File: config.mk
export PLATFORM = sky130hd
export DESIGN_NAME = occ_tracker
export DESIGN_NICKNAME = d
export VERILOG_FILES = /design/src/rtl/occ_pkg.sv /design/src/rtl/occ_rst_sync.sv /design/src/rtl/occ_argmin.sv /design/src/rtl/occ_dec_stage.sv /design/src/rtl/occ_counter.sv /design/src/rtl/occ_tracker.sv
export SDC_FILE = /design/constraint.sdc
export NUM_CORES = 1
export LEC_CHECK = 0
export ABC_AREA = 1
export ABC_CLOCK_PERIOD_IN_PS = 42000
export BUFFER_PORTS_ARGS = -buffer_cell sky130_fd_sc_hd__buf_2
export CAP_MARGIN = 20
export CORE_MARGIN = 1.5
export CORE_UTILIZATION = 35
export DETAILED_ROUTE_END_ITERATION = 8
export HOLD_SLACK_MARGIN = 0.02
export PLACE_DENSITY_LB_ADDON = 0.12
export SYNTH_ARGS = -nofsm -noshare
export SYNTH_HDL_FRONTEND = slang
export SYNTH_SLANG_ARGS = --single-unit
export TNS_END_PERCENT = 10
File: constraint.sdc
create_clock -name clk -period 42 [get_ports clk]
set_input_delay 6.3 -clock clk [delete_from_list [all_inputs] [get_ports clk]]
set_output_delay 6.3 -clock clk [all_outputs]
set_load 0.02 [all_outputs]
File: src/rtl/occ_pkg.sv
package occ_pkg;
  // Wide accumulator for in-cycle load views; far wider than any counter plus summed lengths.
  typedef logic [31:0] acc_t;
endpackage

File: src/rtl/occ_rst_sync.sv
module occ_rst_sync (
  input  logic clk,
  input  logic rst_n,
  output logic rst_int_n
);
  logic [1:0] sync_q;

  always_ff @(posedge clk or negedge rst_n) begin
    if (!rst_n) sync_q <= 2'b00;
    else        sync_q <= {sync_q[0], 1'b1};
  end

  assign rst_int_n = sync_q[1];
endmodule

File: src/rtl/occ_argmin.sv
module occ_argmin import occ_pkg::*; #(
  parameter int NUM_OUT = 5,
  parameter int PORT_W  = 3
) (
  input  acc_t [NUM_OUT-1:0] view,
  input  logic [NUM_OUT-1:0] mask,
  output logic               found,
  output logic [PORT_W-1:0]  idx
);
  acc_t best;

  // Strict less-than keeps the lowest index on ties.
  always_comb begin
    found = 1'b0;
    idx   = '0;
    best  = '0;
    for (int i = 0; i < NUM_OUT; i++) begin
      if (mask[i] && (!found || view[i] < best)) begin
        found = 1'b1;
        idx   = PORT_W'(i);
        best  = view[i];
      end
    end
  end
endmodule

File: src/rtl/occ_dec_stage.sv
module occ_dec_stage import occ_pkg::*; #(
  parameter int NUM_OUT = 5,
  parameter int PORT_W  = 3,
  parameter int LEN_W   = 4
) (
  input  logic               valid,
  input  logic [NUM_OUT-1:0] cand,
  input  logic [LEN_W-1:0]   len,
  input  acc_t [NUM_OUT-1:0] view_in,
  output logic               grant,
  output logic [PORT_W-1:0]  port,
  output acc_t [NUM_OUT-1:0] view_out
);
  logic found;

  occ_argmin #(.NUM_OUT(NUM_OUT), .PORT_W(PORT_W)) u_argmin (
    .view  (view_in),
    .mask  (cand),
    .found (found),
    .idx   (port)
  );

  assign grant = valid && found;

  // The next stage sees this request's length added to the granted output.
  for (genvar g = 0; g < NUM_OUT; g++) begin : g_view
    assign view_out[g] = view_in[g] +
                         ((grant && (port == PORT_W'(g))) ? acc_t'(len) : acc_t'(0));
  end
endmodule

File: src/rtl/occ_counter.sv
module occ_counter import occ_pkg::*; #(
  parameter int CNT_W = 5
) (
  input  logic             clk,
  input  logic             rst_n,
  input  acc_t             inc,
  input  logic             leave,
  output logic [CNT_W-1:0] cnt
);
  localparam acc_t CNT_MAX = acc_t'({CNT_W{1'b1}});

  acc_t             sum;
  logic [CNT_W-1:0] cnt_nxt;
  logic             cnt_en;

  always_comb begin
    sum = acc_t'(cnt) + inc;
    if (leave && (sum != '0)) sum = sum - acc_t'(1);
    if (sum > CNT_MAX) cnt_nxt = CNT_MAX[CNT_W-1:0];
    else               cnt_nxt = sum[CNT_W-1:0];
    cnt_en = leave || (inc != '0);
  end

  always_ff @(posedge clk or negedge rst_n) begin
    if (!rst_n)      cnt <= '0;
    else if (cnt_en) cnt <= cnt_nxt;
  end
endmodule

File: src/rtl/occ_tracker.sv
module occ_tracker import occ_pkg::*; #(
  parameter int NUM_OUT = 5,
  parameter int NUM_DEC = 3,
  parameter int CNT_W   = 5,
  parameter int LEN_W   = 4,
  parameter int PORT_W  = (NUM_OUT > 1) ? $clog2(NUM_OUT) : 1
) (
  input  logic                        clk,
  input  logic                        rst_n,
  input  logic [NUM_DEC-1:0]          req_valid,
  input  logic [NUM_DEC*NUM_OUT-1:0]  req_cand,
  input  logic [NUM_DEC*LEN_W-1:0]    req_len,
  input  logic [NUM_OUT-1:0]          flit_leave,
  output logic [NUM_DEC-1:0]          grant_valid,
  output logic [NUM_DEC*PORT_W-1:0]   grant_port,
  output logic [NUM_OUT*CNT_W-1:0]    occ
);
  logic                             rst_int_n;
  acc_t [NUM_DEC:0][NUM_OUT-1:0]    view;
  logic [NUM_OUT-1:0][CNT_W-1:0]    cnt;

  occ_rst_sync u_rst_sync (
    .clk       (clk),
    .rst_n     (rst_n),
    .rst_int_n (rst_int_n)
  );

  // Stage 0 starts from the registered counts.
  for (genvar o = 0; o < NUM_OUT; o++) begin : g_seed
    assign view[0][o] = acc_t'(cnt[o]);
  end

  // Requests are chained in port order, so each sees its predecessors' lengths.
  for (genvar k = 0; k < NUM_DEC; k++) begin : g_dec
    occ_dec_stage #(.NUM_OUT(NUM_OUT), .PORT_W(PORT_W), .LEN_W(LEN_W)) u_stage (
      .valid    (req_valid[k]),
      .cand     (req_cand[k*NUM_OUT +: NUM_OUT]),
      .len      (req_len[k*LEN_W +: LEN_W]),
      .view_in  (view[k]),
      .grant    (grant_valid[k]),
      .port     (grant_port[k*PORT_W +: PORT_W]),
      .view_out (view[k+1])
    );
  end

  for (genvar o = 0; o < NUM_OUT; o++) begin : g_cnt
    occ_counter #(.CNT_W(CNT_W)) u_counter (
      .clk   (clk),
      .rst_n (rst_int_n),
      .inc   (view[NUM_DEC][o] - view[0][o]),
      .leave (flit_leave[o]),
      .cnt   (cnt[o])
    );
    assign occ[o*CNT_W +: CNT_W] = cnt[o];
  end
endmodule

# After elaboration in Yosys (flattened, before gate mapping)
# Cells that the tools add are included.
# word_totals
register_bits,27
input_bits,37
output_inout_bits,37
elab_cells,206
# classes
addsub,30
n_lt_le_gt_ge,17
eq_ne,12
muxes,64
n_reduce_logical,77
# op_table
op,count
$mux W32,16
$add A32 B32 Y32,10
$add A5 B32 Y32,10
$reduce_bool A32 Y1,10
$lt A32 B32 Y1,8
$gt A32 B5 Y1 const B,5
$sub A32 B1 Y32 const B,5
$sub A32 B5 Y32,5
$lt A5 B32 Y1,4
$mux W4,15
$logic_and A1 B1 Y1,35
$mux W5,6
$mux W3,9
$eq A3 B2 Y1 const B,6
$mux W1,18
$logic_or A1 B1 Y1,17
$logic_not A1 Y1,12
$eq A3 B1 Y1 const B,3
$eq A3 B3 Y1 const B,3
$logic_not A3 Y1,3

# Depth between registers and ports, before layout
# Gate-level depths: netlist of the first run.
# depth
depth_word,70
depth_mapped,190
ltp_nobuf,180

# Hierarchy
# A second synthesis of the first run with hierarchy kept.
# hier_totals
hier_cells,10000
hier_area_um2,50372.1
# modules_own_cells
module,n_inst,cells_each,area_per_inst_um2,seq_area_each_um2
occ_counter (g_cnt[0].u_counter ...),4,723,3392.0,125.1
occ_dec_stage (g_dec[0].u_stage ...),2,1115,5411.4,0.0
occ_argmin (g_dec[1].u_stage.u_argmin ...),2,631,3852.4,0.0
occ_tracker,1,1133,5596.6,0.0
occ_dec_stage (g_dec[1].u_stage),1,1119,5367.6,0.0
occ_argmin (g_dec[0].u_stage.u_argmin),1,626,3854.9,0.0
occ_counter (g_cnt[2].u_counter),1,735,3403.3,125.1
occ_rst_sync,1,3,53.8,50.0

# Worst setup path after synthesis of the first run
# No wires, ideal clock.
# synth_path
path_kind,input -> output
from,input port req_cand[0]
to,output port grant_port[6]
arrival_time_ps,21341
required_time_ps,35700
path_slack_ps,14359
path_stages,137
n_path_buf,10
cell_sequence,nand2_1 -> ha_1 -> o21ai_1 -> nand2_1 -> nand3_1 -> nand2_1 -> nand2_1 -> nand2_1 -> nand2_1 -> nand2_1 -> clkbuf_1 -> o21ai_0 -> ha_1 -> nand2_1 -> nand2_1 -> nand2_1 -> nand2_1 -> nand2_1 -> (+101 left out) -> o21ai_0 -> ha_1 -> a21o_1 -> a21oi_1 -> nand2_1 -> nand2_2 -> nand2_2 -> clkbuf_1 -> o21ai_0 -> ha_1 -> nand2_1 -> inv_1 -> a221oi_1 -> nand2_1 -> nand2_1 -> nand2_2 -> inv_2 -> nor2_2
# synth_between
elab_chain_cells,59
elab_cells_between_ends,124
classes_between,add/sub: 10; order compare: 12; eq/ne: 8; mux: 46; reduce/logical: 48
# synth_lines
item,line_no,rtl
start: declaration,occ_tracker.sv:11,"input logic [NUM_DEC*NUM_OUT-1:0] req_cand,"
$mux W5 / $mux W1 (equally long branches),occ_argmin.sv:18,if (mask[i] && (!found || view[i] < best)) begin
$lt A5 B32 Y1 / $logic_not A1 Y1 (equally long branches),occ_argmin.sv:18,
$logic_or A1 B1 Y1,occ_argmin.sv:18,
$logic_and A1 B1 Y1,occ_argmin.sv:18,
$mux W32 / $mux W1 (equally long branches),occ_argmin.sv:18,
$lt A5 B32 Y1 / $logic_not A1 Y1 (equally long branches),occ_argmin.sv:18,
$logic_or A1 B1 Y1,occ_argmin.sv:18,
$logic_and A1 B1 Y1,occ_argmin.sv:18,
(+43 left out),--,
$lt A32 B32 Y1 / $logic_not A1 Y1 (equally long branches),occ_argmin.sv:18,
$logic_or A1 B1 Y1,occ_argmin.sv:18,
$logic_and A1 B1 Y1,occ_argmin.sv:18,
$mux W32 / $mux W1 (equally long branches),occ_argmin.sv:18,
$lt A32 B32 Y1 / $logic_not A1 Y1 (equally long branches),occ_argmin.sv:18,
$logic_or A1 B1 Y1,occ_argmin.sv:18,
$logic_and A1 B1 Y1,occ_argmin.sv:18,
$mux W3 *,occ_argmin.sv:18,
end: declaration,occ_tracker.sv:15,"output logic [NUM_DEC*PORT_W-1:0] grant_port,"
# Mark *: on every way between the ends. The rest lies on a longest branch, timed or not.

# Final worst setup path of the first run
# Ends and elaborated chain as after synthesis.

==> results of run 1 <==
[worst max-delay path: cells and delay by family]
kind                       cells  cell delay, ns
buffers and inverters          9            0.93
AOI/OAI and AO/OA             23            4.93
xor gates and xnor gates       2            0.63
and+or+nand+nor               74            6.57
adders and majority gates     15            4.47
[flip-flops by register name (all words and copies together) (netlist names)]
name / count
u_rst_sync.sync_q: 2
g_cnt.u_counter.cnt: 25
[worst max path at each step]
| stage | from | slack (ns) | endpoint |
|---|---|---|---|
| after global routing | req_cand[0] | 9.46 | grant_port[6] |
| final | req_cand[0] | 11.80 | grant_port[6] |
| after global placement | req_cand[0] | 12.16 | grant_port[6] |
| after detailed placement | req_cand[0] | 11.87 | grant_port[6] |
| after floorplan | req_cand[0] | 14.36 | grant_port[6] |
| after CTS | req_cand[0] | 11.86 | grant_port[6] |
[layer usage]
metal | routed length [microns] | part of all wire | up-vias | track usage
met3 | 852 | 0.027 | 22 | 0.0150
met2 | 15500 | 0.49 | 141 | 0.376
li1 | - | - | 5511 | -
met5 | 7 | 0.00022 | - | 0
met1 | 14700 | 0.47 | 4746 | 0.261
met4 | 490 | 0.016 | 2 | 0.0375
[cell type report]
cell class / count / area share
well taps: 390 / 0.0423
repair buffers: 74 / 0.0324
clock buffers: 3 / 0.00652
multi-input cells: 1303 / 0.755
flip-flops and latches: 27 / 0.0586
clock inverters: 1 / 0.000760
inverters: 321 / 0.105
[cell usage after synthesis, drive strengths merged]
cell type  number
inv           319
nor2          172
nand3b          2
nand3          84
nand4          22
or3             2
a21o            6
o31ai           4
or2            15
o2111ai         4
o211ai          2
xor2           71
o311ai          2
or3b            1
fa             35
clkinv          2
o21ai         112
clkbuf         10
a221oi          2
dfrtp          27
nor3           23
a31oi          10
nor3b           4
and2            8
xnor2          24
ha            195
o21bai          1
nor4           12
nand2         366
a211oi          6
o22ai           3
nor4b           1
a2111oi         2
conb            1
or4             1
o32ai           1
and3            3
buf             5
a21oi         103
o21a            2
a211o           1
[per-stage QoR]
| stage | worst slack, ns | hold WS [ns] | cell area (sq um) | utilization |
|---|---|---|---|---|
| 4_1_cts | 11.86 | 0.245 | 11500 | 0.387 |
| 3_5_place_dp | 11.87 | 0.236 | 11400 | 0.384 |
| 5_1_grt | 9.46 | 0.273 | 11500 | 0.387 |
| 2_1_floorplan | 14.36 | 0.321 | 10700 | - |
| 6_report | 11.80 | 0.213 | 11500 | 0.387 |
| 3_3_place_gp | 12.16 | 0.232 | 11400 | 0.384 |
[kinds of logic after synthesis]
| logic type | count (synthesis) | synth area share |
|---|---|---|
| simple gates | 716 | 0.300 |
| buf+inv | 336 | 0.121 |
| compound gates | 261 | 0.138 |
| fa+ha+maj | 230 | 0.294 |
| xor+xnor | 95 | 0.0819 |
| flops | 27 | 0.0634 |
| other cells | 1 | 0.000352 |
==> reports/results.ini, run 1 <==
[global_routing]
grt_pass1_wl_microns = 51000
grt_usage = 0.204
grt_antenna_before_repair = 1
grt_overflow = 0
grt_max_degree = 18
grt_pass1_vias = 10101

[finish]
multi_input_area_sq_um = 8700
final_common_cell = nand2_1
syn_to_final_growth_pct = 8.04
seq_area_sq_um = 676
fin_cells = 2119
fin_nets = 1997
antennaDiodeCount = 0
drive_above_1_share = 0.0983
nFillCells = 3385
final_cell_mix = nand2_1 (348), inv_1 (296), ha_1 (195)

[synthesis]
synth_top_area_frac = 0.229
synth_nets = 1933
yosys_warnings = 0
yosysSeqAreaShare = 0.0634
syn-cell-area_sq_um = 10700
synthCells = 1666
synth.distinct_cells = 61
netlist.top_cell.by_area = ha_1
ys_ff_latch = 27
synth.area.top_cells = ha_1 (23%), nand2_1 (12%), inv_1 (10%)
avgSynthCellArea_sq_um = 6.40

[sta]
hold_viol_final = 0
post-route-period-util = 0.719
period_minus_slack_ns = 30.20
rsz0062_at_grt = false
tightest_slew_ns = 0.602
clock_skew_ns = 0.0108
slew_headroom = 0.598
drv_slew = 0
finalSetupViolCount = 0
fmax_mhz = 33.1
setup_tns_ns = 0

[clock_tree]
path_clk_slew_ns = 0.08
cts_tree = built
cts_resized = 0
clock_latency_ns = 0.28
max-clock-path-buffers = 2
numCtsBuffers = 3
post_cts_buffers = 0
htreeDepth = 1
cts_sinks = 27
cts-root-buf = clkbuf_16
holdBufCountCts = 0

[floorplan]
io-pin-count = 74
die_x_microns = 178
fp.dieArea_sq_um = 31500
fp.dieH_microns = 178
coreArea_sq_um = 29800
start_util = 0.358
row_count = 63

[setup_path]
startpoint_type = input port
reg2regPathDepth = 146
reg2reg_to = g_cnt[2].u_counter.cnt[0]
regToRegStartpoint = g_cnt[0].u_counter.cnt[1]
r2r_slack_ns = 19.25
crit_top_cell = nand2_1
endpoint_kind = output port
path_class = in -> out
path_max_fanout = 15
crit_path_max_incr_delay_ns = 0.43
slowest_stage = o21ai_0
crit_arrival_ns = 23.90
critical_path_required_ns = 35.70

[drt]
wirelength_microns = 31500
dr.first_iter.drc_count = 434
via_per_inst = 4.92
vias = 10422
wl_per_cell_microns = 14.8
drcViolationCount = 0
drtAntennaViolNets = 0
dr.pass1.iters = 5

[flow_run]
maxCapViolCount = 0

[placed_design]
numPlacedInstances = 2115
dp_hpwl_microns = 27700
place_congestion = 0.886
portBuffers = 73

[run_status]
status = completed

[worst_hold_path]
hold_path_class = reg -> async

Power of run 1 is not shown: default switching activity piles up to over one toggle a cycle in this logic, so the estimate is an artifact.
==> run 2: changes to the inputs <==
Settings changed: ABC_CLOCK_PERIOD_IN_PS 42000 to 26000.
Clock period 42 ns to 26 ns, I/O delays scaled along.
==> run 2 against run 1 <==
Cell count is 0.28% higher. Utilization up 0.56 points. Flip-flop and latch count stayed put. Sequential share of layout area down 0.084 points. Count of clock-buffer cells in the layout unchanged. Register-to-register slack got worse by 14 ns. Routed wire length up 0.50%. Setup slack worse by 9.6 ns. Hold slack got worse by 0.17 ns. Critical path depth increased by 30. Non-clock buffer count increased by 6. Largest cell class unchanged.
==> reports/results.ini, run 2 (synthesized netlist as in run 1, its figures left out) <==
[sta]
hold_ws_ns = 0.0390  ; -0.174 ns
hold_viol_final = 0  ; unchanged
tightest_slew_ns = 0.581  ; -0.0212 ns
setup_tns_ns = 0  ; unchanged
period_minus_slack_ns = 23.83
drv_slew = 0  ; unchanged
clock_skew_ns = 0.00913  ; -0.00172 ns
finalSetupViolCount = 0  ; unchanged
post-route-period-util = 0.917
fmax_mhz = 42.0
slew_headroom = 0.608  ; +0.00919

[setup_path]
worstSetupStartpoint = req_cand[0]
reg2reg_to = g_cnt[4].u_counter.cnt[0]
critical_path_required_ns = 26.17  ; -9.53 ns
path_max_fanout = 15  ; unchanged
r2r_slack_ns = 5.26  ; -13.99 ns
endpoint_kind = register
cp-endpoint = g_cnt[4].u_counter.cnt[0]
path_class = in -> reg
regToRegStartpoint = g_cnt[0].u_counter.cnt[1]
slowest_stage = a2111oi_4
startpoint_type = input port
reg2regPathDepth = 152  ; +4.1%
crit_arrival_ns = 24.00  ; +0.10 ns
crit_path_max_incr_delay_ns = 0.47  ; +0.04 ns
crit_top_cell = nand2_1

[flow_run]
maxCapViolCount = 0  ; unchanged

[finish]
top_register = g_cnt.u_counter.cnt
fin_nets = 2003  ; +0.30%
final_common_cell = nand2_1
syn_to_final_growth_pct = 9.61
antennaDiodeCount = 0  ; unchanged
fin_cells = 2125  ; +0.28%
drive_above_1_share = 0.115  ; +0.0170
final_cell_mix = nand2_1 (342), inv_1 (296), ha_1 (195)
largest_reg_flops = 25  ; unchanged
top_regs = g_cnt.u_counter.cnt: 25 flops, u_rst_sync.sync_q: 2 flops

[clock_tree]
holdBufCountCts = 0  ; unchanged
cts-root-buf = clkbuf_16
numCtsBuffers = 3  ; unchanged
cts_tree = built
clock_latency_ns = 0.28  ; about the same
path_clk_slew_ns = 0.09  ; about the same
htreeDepth = 1  ; unchanged
cts_sinks = 27  ; unchanged
max-clock-path-buffers = 2  ; unchanged

[global_routing]
grt_usage = 0.205  ; +0.000218
grt_max_degree = 24  ; +6
grt_pass1_wl_microns = 51100  ; +0.11%
grt_pass1_vias = 10102  ; +0.0099%
grt_antenna_before_repair = 1  ; unchanged
grt_overflow = 0  ; unchanged

[drt]
via_per_inst = 4.89  ; -0.67%
dr.first_iter.drc_count = 508  ; +17%
dr.pass1.iters = 5  ; unchanged
wl_per_cell_microns = 14.9  ; +0.22%
wirelength_microns = 31600  ; +0.50%
drtAntennaViolNets = 0  ; unchanged
vias = 10381  ; -0.39%
drcViolationCount = 0  ; unchanged

[floorplan]
fp.dieArea_sq_um = 31500  ; unchanged
die_x_microns = 178  ; unchanged
fp.dieH_microns = 178  ; unchanged
io-pin-count = 74  ; unchanged
start_util = 0.358  ; unchanged
coreArea_sq_um = 29800  ; unchanged
row_count = 63  ; unchanged

[placed_design]
place_congestion = 0.898  ; +1.4%
dp_hpwl_microns = 27700  ; about the same
portBuffers = 73  ; unchanged
numPlacedInstances = 2115  ; unchanged

[worst_hold_path]
hold_path_class = reg -> async

[run_status]
status = completed

run 2: critical path, delay by kind of cell:
family | cells | cell delay (ns)
AOI/OAI and AO/OA | 26 | 4.30
and+or+nand+nor | 95 | 8.59
buffers and inverters | 11 | 0.81
xor gates and xnor gates | 3 | 0.88
adders and majority gates | 18 | 5.42
run 2: per-stage QoR:
stage	utilization	area, sq um	setup slack (ns)
6_report	0.392	11700	2.17
5_1_grt	0.392	11700	-0.0468
4_1_cts	0.387	11500	0.397
3_5_place_dp	0.384	11400	0.111
3_3_place_gp	0.384	11400	0.355
2_1_floorplan	-	10700	3.06
run 2: area by class of cell:
type,instances,area [sq um]
Inverter,321,1200
Multi-Input combinational cell,1303,8820
Tap cell,390,488
Clock buffer,3,75.1
Clock inverter,1,8.76
Timing Repair Buffer,80,418
Fill cell,3307,18100
Sequential cell,27,676
run 2: how the worst min path moves through the flow:
stage                    startpoint                        end  cells after the start  slack, ns
2_1_floorplan  u_rst_sync.sync_q[1]  g_cnt[0].u_counter.cnt[0]                      0       0.32
3_3_place_gp   u_rst_sync.sync_q[1]  g_cnt[2].u_counter.cnt[4]                      0       0.04
3_5_place_dp   u_rst_sync.sync_q[1]  g_cnt[2].u_counter.cnt[4]                      0       0.03
4_1_cts        u_rst_sync.sync_q[1]  g_cnt[2].u_counter.cnt[4]                      0       0.04
5_1_grt        u_rst_sync.sync_q[1]  g_cnt[2].u_counter.cnt[3]                      0       0.05
6_report       u_rst_sync.sync_q[1]  g_cnt[2].u_counter.cnt[4]                      0       0.04
run 2: routing by layer:
metal  global-route usage  part of all wire  vias up
met4               0.0431             0.017        2
met2                0.379              0.50      145
met3               0.0114             0.030       21
met5                    0           0.00032        -
li1                     -                 -     5513
met1                0.259              0.46     4700
run 2: repair_timing:
action / CTS / global route
buffers inserted: 0 / 6
resized for setup: 0 / 61
endpoints found under the setup margin: 0 / 28
Power of run 2 is left out for the same reason.
==> run 3: changes to the inputs <==
Settings changed: BUFFER_PORTS_ARGS -buffer_cell sky130_fd_sc_hd__buf_2 to -buffer_cell sky130_fd_sc_hd__clkbuf_2.
==> run 3 against run 2 <==
Cell count about the same. Routed wire length down 0.85%. First-iteration DRC count down 16%. Sequential share of layout area about the same. Setup slack better by 0.030 ns. Clock skew down 0.0026 ns. Critical path type unchanged.
==> reports/results.ini, run 3 (synthesized netlist as in run 1, its figures left out) <==
[run_status]
status = completed

[sta]
tightest_slew_ns = 0.582  ; +0.000801 ns
post-route-period-util = 0.915  ; -0.00115
drv_slew = 0  ; unchanged
slew_headroom = 0.607  ; about the same
period_minus_slack_ns = 23.80  ; -0.0299 ns
finalSetupViolCount = 0  ; unchanged
clock_skew_ns = 0.00656  ; -0.00256 ns
hold_ws_ns = 0.200  ; +0.161 ns
hold_viol_final = 0  ; unchanged
fmax_mhz = 42.0  ; +0.13%
finalWorstSetupSlack_ns = 2.20  ; +0.0299 ns

[floorplan]
row_count = 63  ; unchanged
fp.dieH_microns = 178  ; unchanged
coreArea_sq_um = 29800  ; unchanged
start_util = 0.358  ; unchanged
io-pin-count = 74  ; unchanged
die_x_microns = 178  ; unchanged
fp.dieArea_sq_um = 31500  ; unchanged

[setup_path]
startpoint_type = input port
critical-path-top-delay-family = simple AND/OR/NAND/NOR gates
endpoint_kind = register
path_buf_inv = 11  ; unchanged
r2r_slack_ns = 5.26  ; about the same
slowest_stage = fa_1
crit_top_cell = nand2_1
crit_arrival_ns = 23.97  ; -0.03 ns
path_max_fanout = 15  ; unchanged
path_class = in -> reg
crit_path_max_incr_delay_ns = 0.49  ; +0.02 ns
critical_path_required_ns = 26.17  ; about the same

[finish]
drive_above_1_share = 0.119  ; +0.00360
antennaDiodeCount = 0  ; unchanged
fin_nets = 2001  ; -0.10%
nFillCells = 3278  ; -0.88%
top_register = g_cnt.u_counter.cnt
final_common_cell = nand2_1
final_cell_mix = nand2_1 (341), inv_1 (296), ha_1 (195)
top_regs = g_cnt.u_counter.cnt: 25 flops, u_rst_sync.sync_q: 2 flops
fin_cells = 2123  ; -0.094%
largest_reg_flops = 25  ; unchanged
syn_to_final_growth_pct = 10.2
fin_area_sq_um = 11800  ; +0.53%

[placed_design]
place_area_sq_um = 11400  ; unchanged
portBuffers = 73  ; unchanged
place_congestion = 0.889  ; -1.1%
dp_worst_setup_slack_ns = 0.209  ; +0.0981 ns
dp_hpwl_microns = 27700  ; -0.21%
numPlacedInstances = 2115  ; unchanged

[drt]
wirelength_microns = 31300  ; -0.85%
via_per_inst = 4.88  ; -0.18%
drtAntennaViolNets = 0  ; unchanged
dr.first_iter.drc_count = 428  ; -16%
drcViolationCount = 0  ; unchanged
wl_per_cell_microns = 14.8  ; -0.76%
vias = 10353  ; -0.27%
dr.pass1.iters = 5  ; unchanged

[clock_tree]
cts_tree = built
cts-root-buf = clkbuf_16
max-clock-path-buffers = 2  ; unchanged
path_clk_slew_ns = 0.08  ; about the same
holdBufCountCts = 0  ; unchanged
numCtsBuffers = 3  ; unchanged
htreeDepth = 1  ; unchanged
cts_sinks = 27  ; unchanged
clock_latency_ns = 0.28  ; about the same

[global_routing]
grt_pass1_wl_microns = 50500  ; -1.1%
grt_pass1_vias = 9989  ; -1.1%
grt_antenna_before_repair = 0  ; -1
grt_usage = 0.202  ; -0.00227
grt_max_degree = 18  ; -25%
grt_overflow = 0  ; unchanged

[flow_run]
maxCapViolCount = 0  ; unchanged

[worst_hold_path]
hold_path_class = reg -> async

run 3: area by class of cell:
type	instances	area (sq um)	share of cell area
inverter	321	1200	0.103
clock inverter	1	8.76	0.000745
multi-input combinational	1303	8900	0.757
tap	390	488	0.0415
clock buffer	3	75.1	0.00639
sequential	27	676	0.0575
timing repair buffer	78	403	0.0343
run 3: worst paths after layout:
path                                                start                        end  cells past startpoint
worst min register to register       u_rst_sync.sync_q[1]  g_cnt[1].u_counter.cnt[2]                      0
worst max-delay path                          req_cand[0]  g_cnt[4].u_counter.cnt[0]                    155
min in group clk                     u_rst_sync.sync_q[0]       u_rst_sync.sync_q[1]                      0
max in group asynchronous                           rst_n       u_rst_sync.sync_q[1]                      1
worst max register to register  g_cnt[0].u_counter.cnt[1]  g_cnt[4].u_counter.cnt[0]                    154
worst min-delay path                 u_rst_sync.sync_q[1]  g_cnt[1].u_counter.cnt[2]                      0
run 3: worst register-to-register path, delay by kind of cell, from the launching register on:
family                     cells  cell delay, ns
AOI/OAI and AO/OA             28            4.13
xor gates and xnor gates       4            1.03
adders and majority gates     18            5.62
buffers and inverters         10            0.67
DFF                            1            0.66
and+or+nand+nor               94            8.49
run 3: per-layer routing:
metal | vias to the layer above | part of all wire | GRT usage
met5 | - | 0 | 0
met4 | 0 | 0.015 | 0.0413
met2 | 131 | 0.50 | 0.376
met1 | 4692 | 0.46 | 0.254
met3 | 16 | 0.028 | 0.0144
li1 | 5514 | - | -
run 3: stage by stage:
step           TNS, ns   util
3_5_place_dp         0  0.384
5_1_grt        -0.0587  0.394
3_3_place_gp         0  0.384
2_1_floorplan        0      -
6_report             0  0.394
4_1_cts              0  0.387
run 3: timing repair:
item / CTS / global route
gates resized for setup: 0 / 76
endpoints found under the setup margin: 0 / 28
setup buffers: 0 / 4
Power of run 3 is left out for the same reason.
